--- src/rtl/spi_xfer_seq_pkg.sv ---
package spi_xfer_seq_pkg;
  localparam int REG_W       = 16;
  localparam int SEL_W       = 3;
  localparam int EVT_TX_BIT  = 8;
  localparam int EVT_RX_BIT  = 9;
  localparam int MODE_RX_BIT = 0;
  localparam int MODE_TX_BIT = 1;
  localparam int MODE_RQ_BIT = 2;

  typedef enum logic [SEL_W-1:0] {
    SEL_LEN_LO  = 3'd0,
    SEL_LEN_HI  = 3'd1,
    SEL_MODE    = 3'd2,
    SEL_RXO     = 3'd3,
    SEL_INT_EN  = 3'd4,
    SEL_INT_CLR = 3'd5
  } reg_sel_e;

  typedef enum logic [1:0] {
    ST_IDLE = 2'd0,
    ST_RUN  = 2'd1,
    ST_WAIT = 2'd2
  } seq_st_e;

  // A word is complete once every direction it needs has reported done.
  function automatic logic word_complete(input logic need_tx, input logic need_rx,
                                         input logic got_tx, input logic got_rx);
    return (got_tx || !need_tx) && (got_rx || !need_rx);
  endfunction

  // Receive-only selects the short count; every other mode uses the joined length.
  function automatic logic rx_only(input logic tx_on, input logic rx_on);
    return rx_on && !tx_on;
  endfunction
endpackage

--- src/rtl/spi_xfer_seq_cfg.sv ---
module spi_xfer_seq_cfg
  import spi_xfer_seq_pkg::*;
#(
  parameter int LEN_HI_W = 4,
  parameter int LEN_LO_W = 16,
  parameter int RXO_W    = 9,
  localparam int LEN_W   = LEN_HI_W + LEN_LO_W
) (
  input  logic               clk,
  input  logic               rst_n,
  input  logic               wr_en,
  input  logic [SEL_W-1:0]   wr_sel,
  input  logic [REG_W-1:0]   wr_data,
  input  logic               sw_req,
  output logic               tx_en,
  output logic               rx_en,
  output logic               mode_off,
  output logic [LEN_W-1:0]   tgt,
  output logic               start_q
);
  logic [LEN_HI_W-1:0] len_hi_q;
  logic [LEN_LO_W-1:0] len_lo_q;
  logic [RXO_W-1:0]    rxo_q;
  logic                req_md;
  logic                start_d;
  reg_sel_e            sel;

  assign sel      = reg_sel_e'(wr_sel);
  assign mode_off = !(tx_en || rx_en);
  assign tgt      = rx_only(tx_en, rx_en) ? {{(LEN_W-RXO_W){1'b0}}, rxo_q}
                                          : {len_hi_q, len_lo_q};

  // Start decision: evaluated on the write, acted on one cycle later so the
  // controller always sees the settled mode and count.
  always_comb begin
    start_d = 1'b0;
    if (wr_en && sel == SEL_MODE && !wr_data[MODE_RQ_BIT] && wr_data[MODE_TX_BIT])
      start_d = 1'b1;
    if (wr_en && sel == SEL_RXO && wr_data[RXO_W] && !req_md && rx_only(tx_en, rx_en))
      start_d = 1'b1;
    if (sw_req && req_md && !mode_off)
      start_d = 1'b1;
  end

  always_ff @(posedge clk or negedge rst_n) begin
    if (!rst_n) begin
      len_hi_q <= '0;
      len_lo_q <= '0;
      rxo_q    <= '0;
      tx_en    <= 1'b0;
      rx_en    <= 1'b0;
      req_md   <= 1'b0;
      start_q  <= 1'b0;
    end else begin
      start_q <= start_d;
      if (wr_en) begin
        case (sel)
          SEL_LEN_LO: len_lo_q <= wr_data[LEN_LO_W-1:0];
          SEL_LEN_HI: len_hi_q <= wr_data[LEN_HI_W-1:0];
          SEL_MODE: begin
            rx_en  <= wr_data[MODE_RX_BIT];
            tx_en  <= wr_data[MODE_TX_BIT];
            req_md <= wr_data[MODE_RQ_BIT];
          end
          SEL_RXO: rxo_q <= wr_data[RXO_W-1:0];
          default: ;
        endcase
      end
    end
  end
endmodule

--- src/rtl/spi_xfer_seq_ctl.sv ---
module spi_xfer_seq_ctl
  import spi_xfer_seq_pkg::*;
#(
  parameter int LEN_W = 20
) (
  input  logic             clk,
  input  logic             rst_n,
  input  logic             start_q,
  input  logic             mode_off,
  input  logic             tx_en,
  input  logic             rx_en,
  input  logic [LEN_W-1:0] tgt,
  input  logic             word_tx_done,
  input  logic             word_rx_done,
  output logic             word_launch,
  output logic             busy,
  output logic             evt_tx_end,
  output logic             evt_rx_end
);
  seq_st_e          st;
  logic [LEN_W-1:0] tgt_q;
  logic [LEN_W-1:0] sent_q;
  logic             need_tx, need_rx, seen_tx, seen_rx;
  logic             all_sent, finish, word_ok;

  assign all_sent    = (sent_q == tgt_q);
  assign word_launch = (st == ST_RUN) && !all_sent;
  assign finish      = (st == ST_RUN) && all_sent;
  assign evt_tx_end  = finish && need_tx;
  assign evt_rx_end  = finish && need_rx;
  assign busy        = (st != ST_IDLE);
  assign word_ok     = word_complete(need_tx, need_rx,
                                     seen_tx || word_tx_done, seen_rx || word_rx_done);

  always_ff @(posedge clk or negedge rst_n) begin
    if (!rst_n) begin
      st      <= ST_IDLE;
      tgt_q   <= '0;
      sent_q  <= '0;
      need_tx <= 1'b0;
      need_rx <= 1'b0;
      seen_tx <= 1'b0;
      seen_rx <= 1'b0;
    end else if (mode_off) begin
      st <= ST_IDLE;
    end else begin
      case (st)
        ST_IDLE: if (start_q) begin
          tgt_q   <= tgt;
          sent_q  <= '0;
          need_tx <= tx_en;
          need_rx <= rx_en;
          st      <= ST_RUN;
        end
        ST_RUN: if (word_launch) begin
          sent_q  <= sent_q + LEN_W'(1);
          seen_tx <= 1'b0;
          seen_rx <= 1'b0;
          st      <= ST_WAIT;
        end else begin
          st <= ST_IDLE;
        end
        ST_WAIT: begin
          seen_tx <= seen_tx || word_tx_done;
          seen_rx <= seen_rx || word_rx_done;
          if (word_ok) st <= ST_RUN;
        end
        default: st <= ST_IDLE;
      endcase
    end
  end

  assert_single_word_R2: assert property (@(posedge clk) disable iff (!rst_n)
    word_launch |=> !word_launch);
  assert_end_goes_idle_R3: assert property (@(posedge clk) disable iff (!rst_n)
    (evt_tx_end || evt_rx_end) |=> !busy);
  assert_abort_idle_R7: assert property (@(posedge clk) disable iff (!rst_n)
    mode_off |=> !busy);
endmodule

--- src/rtl/spi_xfer_seq_irq.sv ---
module spi_xfer_seq_irq
  import spi_xfer_seq_pkg::*;
(
  input  logic             clk,
  input  logic             rst_n,
  input  logic             en_wr,
  input  logic             clr_wr,
  input  logic [1:0]       wr_bits,
  input  logic             evt_tx_end,
  input  logic             evt_rx_end,
  output logic [REG_W-1:0] sts_raw,
  output logic [REG_W-1:0] sts_masked,
  output logic             irq
);
  logic [1:0] en_q;   // [0] transmit end, [1] receive end
  logic [1:0] raw_q;
  logic [1:0] evt;

  assign evt = {evt_rx_end, evt_tx_end};

  always_ff @(posedge clk or negedge rst_n) begin
    if (!rst_n) begin
      en_q  <= '0;
      raw_q <= '0;
    end else begin
      if (en_wr) en_q <= wr_bits;
      // A new event beats a clear arriving in the same cycle.
      raw_q <= evt | (raw_q & ~(clr_wr ? wr_bits : 2'b00));
    end
  end

  always_comb begin
    sts_raw                = '0;
    sts_raw[EVT_TX_BIT]    = raw_q[0];
    sts_raw[EVT_RX_BIT]    = raw_q[1];
    sts_masked             = '0;
    sts_masked[EVT_TX_BIT] = raw_q[0] && en_q[0];
    sts_masked[EVT_RX_BIT] = raw_q[1] && en_q[1];
    irq                    = |sts_masked;
  end

  assert_event_wins_R9: assert property (@(posedge clk) disable iff (!rst_n)
    evt_tx_end |=> sts_raw[EVT_TX_BIT]);
  assert_clear_takes_R9: assert property (@(posedge clk) disable iff (!rst_n)
    (clr_wr && wr_bits[0] && !evt_tx_end) |=> !sts_raw[EVT_TX_BIT]);
endmodule

--- src/rtl/spi_xfer_seq.sv ---
module spi_xfer_seq
  import spi_xfer_seq_pkg::*;
#(
  parameter int LEN_HI_W = 4,
  parameter int LEN_LO_W = 16,
  parameter int RXO_W    = 9
) (
  input  logic        clk,
  input  logic        rst_n,
  input  logic        wr_en,
  input  logic [2:0]  wr_sel,
  input  logic [15:0] wr_data,
  input  logic        sw_req,
  input  logic        word_tx_done,
  input  logic        word_rx_done,
  output logic        word_launch,
  output logic        busy,
  output logic        irq,
  output logic [15:0] sts_raw,
  output logic [15:0] sts_masked
);
  localparam int LEN_W = LEN_HI_W + LEN_LO_W;

  logic             tx_en, rx_en, mode_off, start_q;
  logic [LEN_W-1:0] tgt;
  logic             evt_tx_end, evt_rx_end;
  logic             en_wr, clr_wr;

  assign en_wr  = wr_en && (reg_sel_e'(wr_sel) == SEL_INT_EN);
  assign clr_wr = wr_en && (reg_sel_e'(wr_sel) == SEL_INT_CLR);

  spi_xfer_seq_cfg #(.LEN_HI_W(LEN_HI_W), .LEN_LO_W(LEN_LO_W), .RXO_W(RXO_W)) cfg_i (
    .clk(clk), .rst_n(rst_n), .wr_en(wr_en), .wr_sel(wr_sel), .wr_data(wr_data),
    .sw_req(sw_req), .tx_en(tx_en), .rx_en(rx_en), .mode_off(mode_off),
    .tgt(tgt), .start_q(start_q)
  );

  spi_xfer_seq_ctl #(.LEN_W(LEN_W)) ctl_i (
    .clk(clk), .rst_n(rst_n), .start_q(start_q), .mode_off(mode_off),
    .tx_en(tx_en), .rx_en(rx_en), .tgt(tgt),
    .word_tx_done(word_tx_done), .word_rx_done(word_rx_done),
    .word_launch(word_launch), .busy(busy),
    .evt_tx_end(evt_tx_end), .evt_rx_end(evt_rx_end)
  );

  spi_xfer_seq_irq irq_i (
    .clk(clk), .rst_n(rst_n), .en_wr(en_wr), .clr_wr(clr_wr),
    .wr_bits({wr_data[EVT_RX_BIT], wr_data[EVT_TX_BIT]}),
    .evt_tx_end(evt_tx_end), .evt_rx_end(evt_rx_end),
    .sts_raw(sts_raw), .sts_masked(sts_masked), .irq(irq)
  );
endmodule

--- config.mk ---
export PLATFORM = sky130hd
export DESIGN_NAME = spi_xfer_seq
export DESIGN_NICKNAME = d
export VERILOG_FILES = /design/src/rtl/spi_xfer_seq_pkg.sv /design/src/rtl/spi_xfer_seq_cfg.sv /design/src/rtl/spi_xfer_seq_ctl.sv /design/src/rtl/spi_xfer_seq_irq.sv /design/src/rtl/spi_xfer_seq.sv
export SDC_FILE = /design/constraint.sdc
export NUM_CORES = 1
export LEC_CHECK = 0
export ABC_AREA = 1
export CORE_MARGIN = 2
export CORE_UTILIZATION = 41
export DETAILED_ROUTE_END_ITERATION = 10
export GPL_ROUTABILITY_DRIVEN = 0
export PLACE_DENSITY = 0.63
export REMOVE_ABC_BUFFERS = 1
export SLEW_MARGIN = 20
export SYNTH_ARGS = -nofsm -noshare
export SYNTH_HDL_FRONTEND = slang
export SYNTH_HIERARCHICAL = 1
export SYNTH_SLANG_ARGS = --single-unit
--- constraint.sdc ---
create_clock -name clk -period 2.3 [get_ports clk]
set_clock_uncertainty 0.05 [all_clocks]
set_input_delay 0.23 -clock clk [delete_from_list [all_inputs] [get_ports clk]]
set_output_delay 0.23 -clock clk [all_outputs]
set_load 0.01 [all_outputs]
# [Yosys cells after proc, flatten, opt, wreduce, memory -nomap -nowiden]
# Cells that the tools add are included.
[totals] regBits=83 in_bits=25 word_cells=92
[classes] n_addsub=1 eq_ne=12 n_mux=16 bitwise_logic=3 reduce_logical=44
[op_table] op="$mux 20" count=3
[op_table] op="$pmux 20 s2" count=1
[op_table] op="$add 20x1->20 const B" count=1
[op_table] op="$eq 20x20->1" count=1
[op_table] op="$logic_and 1x1->1" count=19
[op_table] op="$mux 2" count=5
[op_table] op="$reduce_and 2->1" count=5
[op_table] op="$eq 3x2->1 const B" count=2
[op_table] op="$eq 3x3->1 const B" count=2
[op_table] op="$logic_not 1->1" count=6
[op_table] op="$pmux 2 s3" count=1
[op_table] op="$reduce_and 3->1" count=2
[op_table] op="$reduce_bool 2->1" count=3
[op_table] op="$logic_or 1x1->1" count=5
[op_table] op="$mux 1" count=4
[op_table] op="$ne 2x2->1 const B" count=2
[op_table] op="$pmux 1 s2" count=2
[op_table] op="$reduce_and 4->1" count=1
[op_table] op="$eq 3x1->1 const B" count=1
[op_table] op="$logic_not 3->1" count=1
[op_table] op="$ne 3x2->1 const B" count=1
[op_table] op="$ne 3x3->1 const B" count=1
[op_table] op="$and 2x2->2" count=1
[op_table] op="$eq 2x1->1 const B" count=1
[op_table] op="other kinds (5)" count=5

# [Depth between registers and ports, before layout]
[logic_depth] depth_word=7 depth_mapped=12 ltp_nobuf=10

# [Modules after synthesis]
# The synthesis kept the hierarchy.
[modules_own_cells] mod="spi_xfer_seq_ctl" n_inst=1 cells_per_inst=374 area_each_um2=2721.4 seq_area_each_um2=1151.1
[modules_own_cells] mod="spi_xfer_seq_cfg" n_inst=1 cells_per_inst=187 area_each_um2=1620.3 seq_area_each_um2=825.8
[modules_own_cells] mod="spi_xfer_seq_irq" n_inst=1 cells_per_inst=52 area_each_um2=387.9 seq_area_each_um2=100.1
[modules_own_cells] mod="spi_xfer_seq" n_inst=1 cells_per_inst=7 area_each_um2=26.3 seq_area_each_um2=0.0

# [Least setup slack after synthesis]
# No wires, ideal clock.
[synth_path] kind="register to register" from="register cfg_i.rx_en" to="register ctl_i.tgt_q[7]" t_arrival_ps=1573 required_time_ps=2125 setup_slack_ps=552 stages_incl_launch_ff=6 n_path_buf=1 synth_period_minus_slack_ps=1748 cell_sequence="dfrtp_1 > nor2_1 > inv_1 > nand3_1 > buf_2 > mux2_2"
[synth_via] elab_chain_len=2
[synth_rtl] element="start: declaration" line="spi_xfer_seq_cfg.sv:16" rtl="output logic rx_en,"
[synth_rtl] element="start signal: assignment" line="spi_xfer_seq_cfg.sv:61" rtl="rx_en <= wr_data[MODE_RX_BIT];"
[synth_rtl] element="$logic_or 1x1->1 / $logic_and 1x1->1 (equally long branches)" line="spi_xfer_seq_cfg.sv:29, spi_xfer_seq_pkg.sv:33"
[synth_rtl] element="$reduce_and 3->1 (no line) / $mux 20 (equally long branches)"
[synth_rtl] element="end signal: assignment" line="spi_xfer_seq_ctl.sv:49" rtl="tgt_q <= tgt;"
[synth_rtl] element="end: declaration" line="spi_xfer_seq_ctl.sv:21" rtl="logic [LEN_W-1:0] tgt_q;"
# Parallel ways exist; a longest one is shown, timed or not.
# A chain may end at the register's enable or synchronous reset.

# [Final worst setup path]
[layout_path] from="register ctl_i.sent_q[9]" to="output port word_launch"
[layout_via] elab_chain_len=3
[layout_rtl] element="start: declaration" line="spi_xfer_seq_ctl.sv:22" rtl="logic [LEN_W-1:0] sent_q;"
[layout_rtl] element="start signal: assignment" line="spi_xfer_seq_ctl.sv:56" rtl="sent_q <= sent_q + LEN_W'(1);"
[layout_rtl] element="$eq 20x20->1" line="spi_xfer_seq_ctl.sv:26" rtl="assign all_sent = (sent_q == tgt_q);"
[layout_rtl] element="$logic_not 1->1" line="spi_xfer_seq_ctl.sv:27" rtl="assign word_launch = (st == ST_RUN) && !all_sent;"
[layout_rtl] element="$logic_and 1x1->1" line="spi_xfer_seq_ctl.sv:27"
[layout_rtl] element="end: declaration" line="spi_xfer_seq.sv:16" rtl="output logic word_launch,"
# No other way between the ends.

==> run summary <==
Crit-path max FO: 5
Library cell occupying the most area in the post-synthesis netlist: sky130_fd_sc_hd__dfrtp_1
CTS HTree Levels: 3
Avg Synthesized Cell Area: 7.67 um^2
Predominant post-synthesis flop cell: sky130_fd_sc_hd__dfrtp_1
Number of enable flip-flop cells after synthesis: 0
Dominant cell by count in the synthesized netlist: sky130_fd_sc_hd__nand2_1
Root Buffer Master: sky130_fd_sc_hd__clkbuf_16
Antenna violations before repair: 0
Clock tree from TritonCTS: done
Run status: complete, no violations
Share of cells above drive strength 1: 0.130
Die Ht: 112 um
Placed cell count: 790
Max-slew headroom at the worst pin: 0.538
Routed wire length per instance: 12.2 um
Detailed placement HPWL: 7050 um
Cells after synthesis: 620
Classification of the worst setup path: flip-flop to output pin
Number of diodes: 0
Pwr per Cell Area: 911 mW/mm^2
Asr flop ratio synth: 1.00
Worst path top cell family by delay: flip-flops
Synth-to-layout area growth: 15.6%
Combined global-route utilization of all metal layers: 0.171
Worst path required time: 2020 ps
Period Utilization, post-route: 0.920
Final setup violation count: 0
PortBufs: 31
Classification of the worst-slack hold path: primary input to async pin
Std-Cell Rows: 39
Die span in x: 112 um
DRC violations left: 0
Pin count of the biggest net entering global routing: 84
Post-synth top cells: sky130_fd_sc_hd__nand2_1 (192), sky130_fd_sc_hd__nor2_1 (87), sky130_fd_sc_hd__dfrtp_1 (83)
Clock Sinks: 83
Register bit total from synthesis: 83
Levels on crit path: 6
Core ar.: 0.0114 mm^2
Setup TNS Final: 0 ps
Worst skew pair latency: 340 ps
Share of the yosys chip area belonging to registers: 0.437
Min cycle time layout: 2120 ps
Total Die Area: 0.0125 mm^2
Number of hold violations in the final report: 0
Series of cell instances along the critical path: xor2_1, nor2_1, nand2_1, nor2_2, a31oi_1, dlygate4sd2_1
Transition time of the tightest slew-check pin: 693 ps
Maximum number of buffers from clock root to sink: 2
Wire length of the first global-routing pass: 17300 um
Residual overflow from global routing: 0
Top cells by area, synth: sky130_fd_sc_hd__dfrtp_1 (44%), sky130_fd_sc_hd__nand2_1 (15%), sky130_fd_sc_hd__nor2_1 (6.9%), sky130_fd_sc_hd__inv_1 (5.3%), sky130_fd_sc_hd__buf_4 (4.4%)
Portion of synthesized cell area occupied by the leading cell type: 0.437
Count of buffering cells on the critical path with inverters included: 1
Final net count: 685
Post-layout instance count excluding filler cells: 806
Initial core utilization: 0.418
Via count: 3847
CP max stage delay: 450 ps
Max-cap violation count: 0
R2R depth: 9
Kind of start point of the critical path: flip-flop
Initial DRC Count: 222
Final slew viol count: 0
Netlist area before placement: 0.00476 mm^2
Number of setup buffers added after CTS: 0
Clock-pin slew on the worst setup and hold paths: 60 ps
Average via count per standard cell: 4.77
TritonCTS Buffers: 9
Element type at the critical path end: output pin
1st-pass router iterations: 4
Yosys warnings: 6
Total power: 5.01 mW
Ports: 60
Count of nets left with antenna violations after detail routing: 0
Distinct cell type count after synthesis: 35
Leakage power: 2.74 nW
Post-detailed-routing wire length: 9840 um
Highest achievable clock rate: 473 MHz
Critical path arrival: 1840 ps
Largest vdd supply drop: 0.332 mV
Via count of the first global-routing pass: 3691
RSZ-0062 raised after global routing: no
Slowest stage cell, crit path: sky130_fd_sc_hd__dfrtp_1
stage by stage:
step | setup WS, ps | util | area (um^2) | hold slack, ps
after floorplan | 234 | - | 4520 | -116
after global placement | 366 | 0.454 | 5160 | 251
after detailed placement | 358 | 0.454 | 5160 | 251
after CTS | 191 | 0.484 | 5500 | 434
after global routing | 78.7 | 0.484 | 5500 | 442
final | 185 | 0.484 | 5500 | 422
worst reg2reg max path, cell delays in order (launching register included):
cell and delay (ps):
sky130_fd_sc_hd__dfrtp_1 480, sky130_fd_sc_hd__ha_1 320, sky130_fd_sc_hd__nand3_1 180, sky130_fd_sc_hd__inv_1 150
sky130_fd_sc_hd__nand2_1 90, sky130_fd_sc_hd__nor2_1 170, sky130_fd_sc_hd__xor2_1 170, sky130_fd_sc_hd__nor2_1 50
sky130_fd_sc_hd__nand3_1 80, sky130_fd_sc_hd__nand2_1 50
placed cells by master, fill, tap and decap left out, drive strengths merged, types with 24 or more instances in the layout:
cell type	n
dfrtp	83
nor2	98
o21ai	28
nand3	29
clkdlybuf4s50	29
conb	28
nand2	195
a21oi	24
inv	72
per-layer routing:
layer	global-route usage	up-vias	share of wire	wire length, um
li1	-	1944	-	-
met1	0.231	1780	0.47	4620
met4	0.0691	0	0.023	227
met2	0.269	102	0.46	4520
met3	0.0365	21	0.048	477
met5	0	-	0	0
cells by family after synthesis:
family                     count (synthesis)  share of synthesized area
DFF                                       83                      0.437
xor gates and xnor gates                  19                     0.0350
and+or+nand+nor                          336                      0.295
other                                      1                   0.000789
buffers and inverters                    116                      0.128
adders and majority gates                  1                    0.00263
muxes                                      9                     0.0213
AOI/OAI and AO/OA                         55                     0.0810
flip-flops by register name, indices dropped and copies added (netlist names):
signal / flops
ctl_i/sent_q: 20
ctl_i/tgt_q: 20
cfg_i/len_lo_q: 16
cfg_i/rxo_q: 9
cfg_i/len_hi_q: 4
ctl_i/st: 2
irq_i/en_q: 2
irq_i/raw_q: 2
cfg_i/req_md: 1
cfg_i/rx_en: 1
cfg_i/start_q: 1
cfg_i/tx_en: 1
ctl_i/need_rx: 1
ctl_i/need_tx: 1
ctl_i/seen_rx: 1
ctl_i/seen_tx: 1
repair_timing:
| item | CTS | global route |
|---|---|---|
| setup endpoints to repair | 1 | 0 |
| hold buffers | 1 | 0 |
| endpoints found under the hold margin | 83 | 0 |
| resized for setup | 1 | 0 |
report_power, final:
group,internal (mW),switching (mW),leakage [nW]
clock network,1.05,0.571,0.159
logic,0.572,0.790,1.55
registers,1.81,0.219,1.04
area by class of cell:
type / instances / area, um^2
Clock buffer: 10 / 229
Clock inverter: 5 / 103
Fill cell: 1119 / 5870
Inverter: 72 / 273
Multi-Input combinational cell: 448 / 2170
Sequential cell: 83 / 2080
Tap cell: 143 / 179
Timing Repair Buffer: 45 / 464
path summary, 6_finish.rpt:
check | startpoint | endpoint | slack (ps)
max | ctl_i/sent_q[9] | word_launch | 180
min | rst_n | cfg_i/rxo_q[5] | 420
max reg2reg | ctl_i/sent_q[0] | ctl_i/sent_q[10] | 410
min reg2reg | cfg_i/rxo_q[1] | cfg_i/rxo_q[1] | 430
max in group asynchronous | rst_n | ctl_i/sent_q[16] | 1450
min in group clk | cfg_i/rxo_q[1] | cfg_i/rxo_q[1] | 430
(Power assumes the default switching activity.)
